File: config.mk
export PLATFORM = sky130hd
export DESIGN_NAME = nibble_bus_if
export DESIGN_NICKNAME = d
export VERILOG_FILES = /design/src/rtl/nibble_bus_pkg.sv /design/src/rtl/nib_sync.sv /design/src/rtl/nib_addr_latch.sv /design/src/rtl/nib_strobe_dec.sv /design/src/rtl/nibble_bus_if.sv
export SDC_FILE = /design/constraint.sdc
export NUM_CORES = 1
export LEC_CHECK = 0
export BUFFER_PORTS_ARGS = -buffer_cell sky130_fd_sc_hd__buf_2
export CELL_PAD_IN_SITES_DETAIL_PLACEMENT = 2
export CELL_PAD_IN_SITES_GLOBAL_PLACEMENT = 2
export CORE_MARGIN = 2
export CORE_UTILIZATION = 37
export CTS_BUF_LIST = sky130_fd_sc_hd__clkbuf_4
export DETAILED_ROUTE_END_ITERATION = 12
export MAX_ROUTING_LAYER = met4
export PLACE_DENSITY_LB_ADDON = 0.12
export SETUP_SLACK_MARGIN = 0.02
export SKIP_CTS_REPAIR_TIMING = 1
export SLEW_MARGIN = 40
export SYNTH_ARGS = -nofsm -noshare
export SYNTH_HDL_FRONTEND = slang
export SYNTH_HIERARCHICAL = 1
export SYNTH_SLANG_ARGS = --single-unit
File: constraint.sdc
create_clock -name clk_i -period 2.4 [get_ports clk_i]
set_clock_uncertainty 0.15 [all_clocks]
set_input_delay 0.24 -clock clk_i [delete_from_list [all_inputs] [get_ports clk_i]]
set_output_delay 0.24 -clock clk_i [all_outputs]
set_load 0.03 [all_outputs]
File: src/rtl/nibble_bus_pkg.sv
package nibble_bus_pkg;
  localparam int unsigned ADDR_W = 4;
  localparam int unsigned DATA_W = 4;

  typedef enum logic [1:0] {
    BUS_IDLE    = 2'd0,
    BUS_READ    = 2'd1,
    BUS_WRITE   = 2'd2,
    BUS_ILLEGAL = 2'd3
  } bus_mode_e;
endpackage

File: src/rtl/nib_sync.sv
module nib_sync #(
  parameter int unsigned W = 1,
  parameter logic [W-1:0] RST_VAL = '0
) (
  input  logic         clk_i,
  input  logic         rst_ni,
  input  logic [W-1:0] d_i,
  output logic [W-1:0] q_o
);
  logic [W-1:0] meta_q, sync_q;

  for (genvar i = 0; i < W; i++) begin : g_bit
    always_ff @(posedge clk_i or negedge rst_ni) begin
      if (!rst_ni) begin
        meta_q[i] <= RST_VAL[i];
        sync_q[i] <= RST_VAL[i];
      end else begin
        meta_q[i] <= d_i[i];
        sync_q[i] <= meta_q[i];
      end
    end
  end

  assign q_o = sync_q;
endmodule

File: src/rtl/nib_addr_latch.sv
module nib_addr_latch #(
  parameter int unsigned AW = 4
) (
  input  logic          clk_i,
  input  logic          rst_ni,
  input  logic          ale_i,
  input  logic [AW-1:0] addr_i,
  input  logic          sel_ni,
  output logic [AW-1:0] addr_o,
  output logic          sel_no
);
  logic [AW-1:0] addr_q;
  logic          sel_q;

  always_ff @(posedge clk_i or negedge rst_ni) begin
    if (!rst_ni) begin
      addr_q <= '0;
      sel_q  <= 1'b1;
    end else if (ale_i) begin
      addr_q <= addr_i;
      sel_q  <= sel_ni;
    end
  end

  // transparent while enable high, held value once it drops
  assign addr_o = ale_i ? addr_i : addr_q;
  assign sel_no = ale_i ? sel_ni : sel_q;

  p_hold_r6: assert property (@(posedge clk_i) disable iff (!rst_ni)
    (!ale_i && $past(!ale_i)) |-> ($stable(addr_q) && $stable(sel_q)));

  p_capture_r5: assert property (@(posedge clk_i) disable iff (!rst_ni)
    ale_i |=> (addr_q == $past(addr_i) && sel_q == $past(sel_ni)));
endmodule

File: src/rtl/nib_strobe_dec.sv
module nib_strobe_dec
  import nibble_bus_pkg::*;
(
  input  logic      clk_i,
  input  logic      rst_ni,
  input  logic      pwr_i,
  input  logic      sel_ni,
  input  logic      rd_ni,
  input  logic      wr_ni,
  output bus_mode_e mode_o,
  output logic      rd_en_o,
  output logic      wr_pulse_o
);
  logic wr_q;
  logic access_ok;

  always_ff @(posedge clk_i or negedge rst_ni) begin
    if (!rst_ni) wr_q <= 1'b1;
    else         wr_q <= wr_ni;
  end

  assign access_ok = pwr_i & ~sel_ni;

  always_comb begin
    unique case ({rd_ni, wr_ni})
      2'b01:   mode_o = BUS_READ;
      2'b10:   mode_o = BUS_WRITE;
      2'b00:   mode_o = BUS_ILLEGAL;
      default: mode_o = BUS_IDLE;
    endcase
  end

  assign rd_en_o    = access_ok && (mode_o == BUS_READ);
  // commit on trailing edge; a rise seen while read is low is illegal
  assign wr_pulse_o = access_ok & wr_ni & ~wr_q & rd_ni;

  p_wr_single_r4: assert property (@(posedge clk_i) disable iff (!rst_ni)
    wr_pulse_o |=> !wr_pulse_o);

  p_illegal_quiet_r3: assert property (@(posedge clk_i) disable iff (!rst_ni)
    (!rd_ni && !wr_ni) |-> (!rd_en_o && !wr_pulse_o));

  p_rise_needs_rd_high_r3: assert property (@(posedge clk_i) disable iff (!rst_ni)
    wr_pulse_o |-> rd_ni);
endmodule

File: src/rtl/nibble_bus_if.sv
module nibble_bus_if
  import nibble_bus_pkg::*;
(
  input  logic              clk_i,
  input  logic              rst_ni,
  input  logic              ale_i,
  input  logic [ADDR_W-1:0] addr_i,
  input  logic              sel_ni,
  input  logic              pwr_sel_i,
  input  logic              rd_ni,
  input  logic              wr_ni,
  input  logic [DATA_W-1:0] data_i,
  output logic [DATA_W-1:0] data_o,
  output logic              data_oe_o,
  output logic [ADDR_W-1:0] reg_addr_o,
  output logic              reg_re_o,
  output logic              reg_we_o,
  output logic [DATA_W-1:0] reg_wdata_o,
  input  logic [DATA_W-1:0] reg_rdata_i,
  output logic              ctl_clear_o
);
  localparam int unsigned CTL_W = 4;
  localparam int unsigned AS_W  = ADDR_W + 1;

  logic [CTL_W-1:0]  ctl_s;
  logic [AS_W-1:0]   as_s;
  logic [DATA_W-1:0] data_s;
  logic              ale_s, pwr_s, rd_s, wr_s;
  logic              sel_eff;
  logic              rd_en, wr_pulse;
  bus_mode_e         mode;

  // {ale, pwr, rd_n, wr_n}: idle strobes, power low
  nib_sync #(.W(CTL_W), .RST_VAL(4'b1011)) u_sync_ctl (
    .clk_i, .rst_ni, .d_i({ale_i, pwr_sel_i, rd_ni, wr_ni}), .q_o(ctl_s));

  nib_sync #(.W(AS_W), .RST_VAL({1'b1, {ADDR_W{1'b0}}})) u_sync_as (
    .clk_i, .rst_ni, .d_i({sel_ni, addr_i}), .q_o(as_s));

  nib_sync #(.W(DATA_W), .RST_VAL('0)) u_sync_data (
    .clk_i, .rst_ni, .d_i(data_i), .q_o(data_s));

  assign {ale_s, pwr_s, rd_s, wr_s} = ctl_s;

  nib_addr_latch #(.AW(ADDR_W)) u_latch (
    .clk_i, .rst_ni,
    .ale_i  (ale_s),
    .addr_i (as_s[ADDR_W-1:0]),
    .sel_ni (as_s[ADDR_W]),
    .addr_o (reg_addr_o),
    .sel_no (sel_eff));

  nib_strobe_dec u_dec (
    .clk_i, .rst_ni,
    .pwr_i      (pwr_s),
    .sel_ni     (sel_eff),
    .rd_ni      (rd_s),
    .wr_ni      (wr_s),
    .mode_o     (mode),
    .rd_en_o    (rd_en),
    .wr_pulse_o (wr_pulse));

  assign data_oe_o   = rd_en;
  assign data_o      = rd_en ? reg_rdata_i : '0;
  assign reg_re_o    = rd_en;
  assign reg_we_o    = wr_pulse;
  assign reg_wdata_o = data_s;
  assign ctl_clear_o = ~pwr_s;

  p_oe_gated_r2: assert property (@(posedge clk_i) disable iff (!rst_ni)
    data_oe_o |-> (pwr_s && !sel_eff && mode == BUS_READ));

  p_clear_quiet_r8: assert property (@(posedge clk_i) disable iff (!rst_ni)
    ctl_clear_o |-> (!data_oe_o && !reg_we_o));

  p_we_not_with_oe_r3: assert property (@(posedge clk_i) disable iff (!rst_ni)
    !(reg_we_o && data_oe_o));
endmodule

==> results of run 1 <==
-- worst paths after layout --
kind | cells past startpoint | endpoint | from | slack, ns
worst max-delay path | 5 | data_o[1] | u_sync_ctl/q_o[3] | 0.16
worst min-delay path | 0 | u_sync_data/q_o[0] | u_sync_data/meta_q[0] | 0.21
worst max register to register | 2 | u_latch/addr_q[0] | u_sync_ctl/q_o[3] | 1.10
worst min register to register | 0 | u_sync_data/q_o[0] | u_sync_data/meta_q[0] | 0.21
max in group asynchronous | 2 | u_sync_ctl/q_o[2] | rst_ni | 1.32
min in group asynchronous | 2 | u_latch/addr_q[1] | rst_ni | 0.34
-- through the flow --
stage          setup WS [ns]  TNS (ns)  instance area (um^2)  std cells   util
2_1_floorplan         0.0439         0                   943         47      -
3_3_place_gp           0.380         0                  1140        110  0.466
3_5_place_dp           0.322         0                  1140        110  0.466
4_1_cts              -0.0527    -0.190                  1200        118  0.489
5_1_grt               0.0452         0                  1360        133  0.553
6_report               0.165         0                  1360        133  0.553
-- cell type report --
| class | instances | area (um^2) |
|---|---|---|
| multi-input combinational | 12 | 123 |
| clock buffer | 6 | 45.0 |
| sequential | 32 | 813 |
| tap | 30 | 37.5 |
| clock inverter | 2 | 11.3 |
| timing repair buffer | 49 | 320 |
| inverter | 2 | 7.51 |
| fill | 233 | 1100 |
-- worst max-delay path, cell delays in order (launching register included) --
cell                       delay, ns
sky130_fd_sc_hd__dfstp_2        0.57
sky130_fd_sc_hd__mux2_2         0.35
sky130_fd_sc_hd__nand3b_4       0.18
sky130_fd_sc_hd__nor2_4         0.12
sky130_fd_sc_hd__and2_1         0.13
sky130_fd_sc_hd__buf_2          0.19
-- flip-flops by register name (all words and copies together) (netlist names) --
signal	count
u_sync_data/meta_q	4
u_sync_ctl/meta_q	4
u_sync_as/meta_q	5
u_latch/addr_q	4
u_dec/wr_q	1
u_latch/sel_q	1
u_sync_as/q_o	5
u_sync_ctl/q_o	4
u_sync_data/q_o	4
-- power breakdown --
| part | internal (mW) | leakage [nW] | switching [mW] | total (mW) |
|---|---|---|---|---|
| registers | 0.578 | 0.362 | 0.0123 | 0.590 |
| clock network | 0.123 | 0.0293 | 0.173 | 0.296 |
| logic | 0.0470 | 0.269 | 0.0595 | 0.106 |
| total | 0.747 | 0.660 | 0.245 | 0.992 |
-- metal layers --
metal | global-route usage | share of wire | vias up
met5 | - | 0 | -
met1 | 0.134 | 0.40 | 276
met4 | 0.0625 | 0 | 0
met3 | 0.0683 | 0.062 | 0
met2 | 0.225 | 0.53 | 23
li1 | - | - | 254
==> results.md, run 1 <==
- Status: finished clean
- Leakage dissipation: 0.660 nW
- CP max FO: 6
- Count of pins over their slew limit: 0
- TritonCTS clock tree: built
- Clock transition at path regs: 0.10 ns
- CTS root buf: sky130_fd_sc_hd__clkbuf_4
- Warning count from the yosys run: 6
- Drt pass-1 iters: 2
- Die Y-Extent: 54.5 um
- Worst-case hold slack: 0.206 ns
- First-pass GRT wire length: 2570 um
- Source-to-sink clock delay at the later pin of the worst-skew pair: 0.31 ns
- Total power: 992 uW
- Total wire length after detailed routing: 1970 um
- Minimum clock period after layout: 2.24 ns
- Most frequent standard cell in the layout excluding fill and tap cells: sky130_fd_sc_hd__buf_2
- WP data required: ~2 ns
- Max rail drop VDD: about 0.0004 V
- Endpoints failing hold: 0
- Crit. End Element: primary output
- Initial DRC Count: 4
- H-tree levels: 2
- Area of the core: 2450 um^2
- Largest net degree at the start of global routing: 33
- Total CTS buffers: 5
- Gp weighted congestion: between 0.5 and 0.6
- Total GRT Usage: 0.136
- Die span in x: approximately 54 um
- # port buffers: 34
- Slew margin rel.: 0.555
- Fraction of layout cells with a size suffix above 1: 0.583
- Post-detailed-placement half-perimeter wirelength: 1120 um
- Number of placement rows: 18
- P per Cell Area: 731 nW/um^2
- Net Count, Synth: 66
- Antenna-violating nets left: 0
- Number of global-route vias before repair: slightly below 600
- Commonest non-fill, non-tap cells in the layout: 33 x sky130_fd_sc_hd__buf_2, 22 x sky130_fd_sc_hd__dfrtp_1, 14 x sky130_fd_sc_hd__dlygate4sd3_1, 10 x sky130_fd_sc_hd__dfstp_2, 7 x sky130_fd_sc_hd__clkbuf_4
- Worst Path Arrival: between 1.5 and 2 ns
- Max-cap check violation count: 0
- Hold Path Class: reg2reg
- Area of the die: 2970 um^2
- Startpoint Class: register
- Worst setup path category: reg2out
- Initial core utilization: 0.384
- Maximum buffer depth of the clock tree: 2
- Number of nets in the layout: 121
- Final setup vio count: 0
- I/O pin count: 35
- RSZ-0062 raised after global routing: false
- Fmax: 447 MHz
- Ratio of final minimum period to clock period: 0.931
- Area added between synthesis and finish: 43.9%
- Post-route DRC violation count: 0
- Antenna violations before repair: 0
- Total inserted antenna cells: 0
- Drt via density: 4.16
- Summed instance area of the synthesized netlist: 943 um^2
- Total number of vias: between 500 and 600
- Wire per inst: 14.8 um
- Total global routing overflow: 0
- TritonCTS sink count: 32
- Worst Max-Slew Pin Slew: between 0.6 and 0.7 ns
- Mean cell area of the mapped netlist: ~20 um^2
- Post-synthesis cell count: 47
Note: power is estimated with default switching activity, not from simulation.
==> inputs of run 2 (changes only) <==
--- a/config.mk
+++ b/config.mk
@@ -14,7 +14,7 @@
 export DETAILED_ROUTE_END_ITERATION = 12
 export MAX_ROUTING_LAYER = met4
 export PLACE_DENSITY_LB_ADDON = 0.12
-export SETUP_SLACK_MARGIN = 0.02
+export SETUP_SLACK_MARGIN = 0.4
 export SKIP_CTS_REPAIR_TIMING = 1
 export SLEW_MARGIN = 40
 export SYNTH_ARGS = -nofsm -noshare
==> run 2 against run 1 <==
Effect of this change: count of clock-buffer cells in the layout is 1 higher; via count grew 3.3%; non-clock buffer count up 2; register-to-register slack about the same; hold slack worse by 0.0023 ns; total power grew 1.1%; wire length up 5.2%; largest power group unchanged.
==> results.md, run 2 (synthesized netlist as in run 1, its figures left out) <==
- Status: finished clean
- Max rail drop VDD: 0.000380 V (-7.7%)
- Antenna-violating nets left: 0 (unchanged)
- Antenna violations before repair: 0 (unchanged)
- P per Cell Area: 708 nW/um^2 (-3.1%)
- Slew margin rel.: 0.540 (-0.0156)
- Number of nets in the layout: 123 (+1.7%)
- Final std cell area, no fill: 1420 um^2 (+4.3%)
- CP Cell Sequence: mux2_4 > nand3b_4 > nor2_4 > buf_4 > buf_4
- Area occupied by multi-input gates: 136 um^2 (+11%)
- Hold Path Class: reg2reg
- Worst Max-Slew Pin Slew: 0.690 ns (+0.0233 ns)
- Post-route DRC violation count: 0 (unchanged)
- Final Worst Setup Slack: 0.166 ns (+0.00105 ns)
- Register-to-Register Setup Slack: 1.10 ns (about the same)
- RSZ-0062 raised after global routing: true
- Clock group share of total power: 0.297 (about the same)
- Total inserted antenna cells: 0 (unchanged)
- Most common cell on crit path: sky130_fd_sc_hd__buf_4
- Post-detailed-placement half-perimeter wirelength: 1210 um (+8.8%)
- Die Y-Extent: 54.5 um (unchanged)
- Largest net degree at the start of global routing: 33 (unchanged)
- Leakage dissipation: 0.686 nW (+4.0%)
- Share of total power in combinational logic: 0.115 (+0.008)
- Area of the core: 2450 um^2 (unchanged)
- Ratio of final minimum period to clock period: 0.931 (about the same)
- Total number of vias: 571 (+3.3%)
- Final setup vio count: 0 (unchanged)
- Source-to-sink clock delay at the later pin of the worst-skew pair: 0.32 ns (about the same)
- Wire per inst: 15.3 um (+3.7%)
- Slowest stage cell on the critical path: sky130_fd_sc_hd__dfstp_2
- Worst Min Path Start: u_sync_as/meta_q[0]
- Crit. End Element: primary output
- Setup slack at placement: 0.420 ns (+0.0982 ns)
- H-tree levels: 2 (unchanged)
- Number of cells on the worst reg-to-reg path: 2 (unchanged)
- # port buffers: 34 (unchanged)
- Total wire length after detailed routing: 2070 um (+5.2%)
- Die span in x: 54.5 um (unchanged)
- Area taken by flip-flops and latches: 813 um^2 (unchanged)
- Sw power: 237 uW (-3.1%)
- Count of fill cells added during filler insertion: 209 (-10%)
- Initial DRC Count: 1 (-3)
- Start of the worst register-to-register path: u_sync_ctl/q_o[3]
- Number of placement rows: 18 (unchanged)
- Drt pass-1 iters: 2 (unchanged)
- Number of global-route vias before repair: 555 (-7.0%)
- R2r endpoint: u_latch/addr_q[3]
- Switching part of the total: 0.236 (-0.0103)
- Gp weighted congestion: 0.611 (+2.4%)
- Fraction of layout cells with a size suffix above 1: 0.629 (+0.0460)
- CP max FO: 5 (-1)
- CTS root buf: sky130_fd_sc_hd__clkbuf_4
- Max-cap check violation count: 0 (unchanged)
- Startpoint Class: register
- I/O pin count: 35 (unchanged)
- Worst Path Arrival: 1.84 ns (about the same)
- TritonCTS sink count: 32 (unchanged)
- Drt via density: 4.23 (+1.7%)
- WP data required: 2.01 ns (about the same)
- Maximum buffer depth of the clock tree: 2 (unchanged)
- Total CTS buffers: 5 (unchanged)
- Most frequent standard cell in the layout excluding fill and tap cells: sky130_fd_sc_hd__buf_2
- Total GRT Usage: 0.131 (-0.00553)
- Worst setup path category: reg2out
- Endpoints failing hold: 0 (unchanged)
- Total global routing overflow: 0 (unchanged)
- Initial core utilization: 0.384 (unchanged)
- Crit-path max cell delay: 0.57 ns (about the same)
- Minimum clock period after layout: 2.23 ns (-0.00105 ns)
- Fmax: 448 MHz (about the same)
- Setup TNS: 0 ns (unchanged)
- Total power: 1.00 mW (+1.1%)
- Area added between synthesis and finish: 50.1%
- Fraction of power consumed by sequential logic: 0.588 (-0.007)
- Commonest non-fill, non-tap cells in the layout: 27 x sky130_fd_sc_hd__buf_2, 22 x sky130_fd_sc_hd__dfrtp_1, 14 x sky130_fd_sc_hd__dlygate4sd3_1, 10 x sky130_fd_sc_hd__dfstp_2, 7 x sky130_fd_sc_hd__clkbuf_4
- Count of pins over their slew limit: 0 (unchanged)
- Internal: 766 uW (+2.5%)
- Crit path launch: u_sync_ctl/q_o[3]
- End point of the critical path: reg_re_o
- Post-Place Cell Area: 1160 um^2 (+1.1%)
- Area of the die: 2970 um^2 (unchanged)
- TritonCTS clock tree: built
- First-pass GRT wire length: 2330 um (-9.4%)
- Clock transition at path regs: 0.09 ns (about the same)
## run 2: cell count changes in the layout (fill, tap and decap cells not counted)
cell / delta
sky130_fd_sc_hd__mux2_2: -1
sky130_fd_sc_hd__and2_4: +4
sky130_fd_sc_hd__and2_1: -4
sky130_fd_sc_hd__buf_6: +4
sky130_fd_sc_hd__buf_2: -6
sky130_fd_sc_hd__clkinvlp_4: -1
sky130_fd_sc_hd__buf_4: +5
sky130_fd_sc_hd__mux2_4: +1
## run 2: layout make-up
type / instances / share of cell area
sequential: 32 / 0.574
timing repair buffer: 51 / 0.258
tap: 30 / 0.0265
inverter: 2 / 0.00530
clock buffer: 7 / 0.0371
clock inverter: 1 / 0.00265
multi-input combinational: 12 / 0.0963
## run 2: how the worst min path moves through the flow
stage	slack, ns	depth (start not counted)	endpoint
final	0.20	0	u_sync_as/q_o[0]
after global placement	0.16	1	u_latch/addr_q[2]
after floorplan	-0.21	0	u_latch/addr_q[0]
after detailed placement	0.17	1	u_latch/addr_q[2]
after global routing	0.22	0	u_sync_ctl/q_o[0]
after CTS	-0.19	1	u_sync_ctl/q_o[2]
## run 2: per-layer routing
metal / up-vias / global-route usage / part of all wire
met1: 280 / 0.124 / 0.40
li1: 259 / - / -
met5: - / - / 0
met4: 0 / 0.0625 / 0.011
met3: 4 / 0.0847 / 0.070
met2: 28 / 0.205 / 0.52
## run 2: worst max-delay path: cells and delay by family (launching register included)
kind / cells / cell delay (ns)
buf+inv: 2 / 0.29
flops: 1 / 0.57
mux: 1 / 0.31
simple gates: 2 / 0.35
## run 2: power by group through the flow
stage	clock, mW	combinational, mW	sequential, mW
3_3_place_gp	0	0.0847	0.598
3_5_place_dp	0	0.0874	0.601
4_1_cts	0.311	0.0873	0.591
6_report	0.298	0.115	0.590
2_1_floorplan	0	0.0410	0.603
5_1_grt	0.336	0.124	0.594
## run 2: stage by stage
stage                     instances  hold WS (ns)  utilization
after floorplan                  47        -0.206            -
after global placement          110         0.156        0.471
after detailed placement        110         0.169        0.471
after CTS                       118        -0.195        0.494
after global routing            135         0.220        0.577
final                           135         0.204        0.577
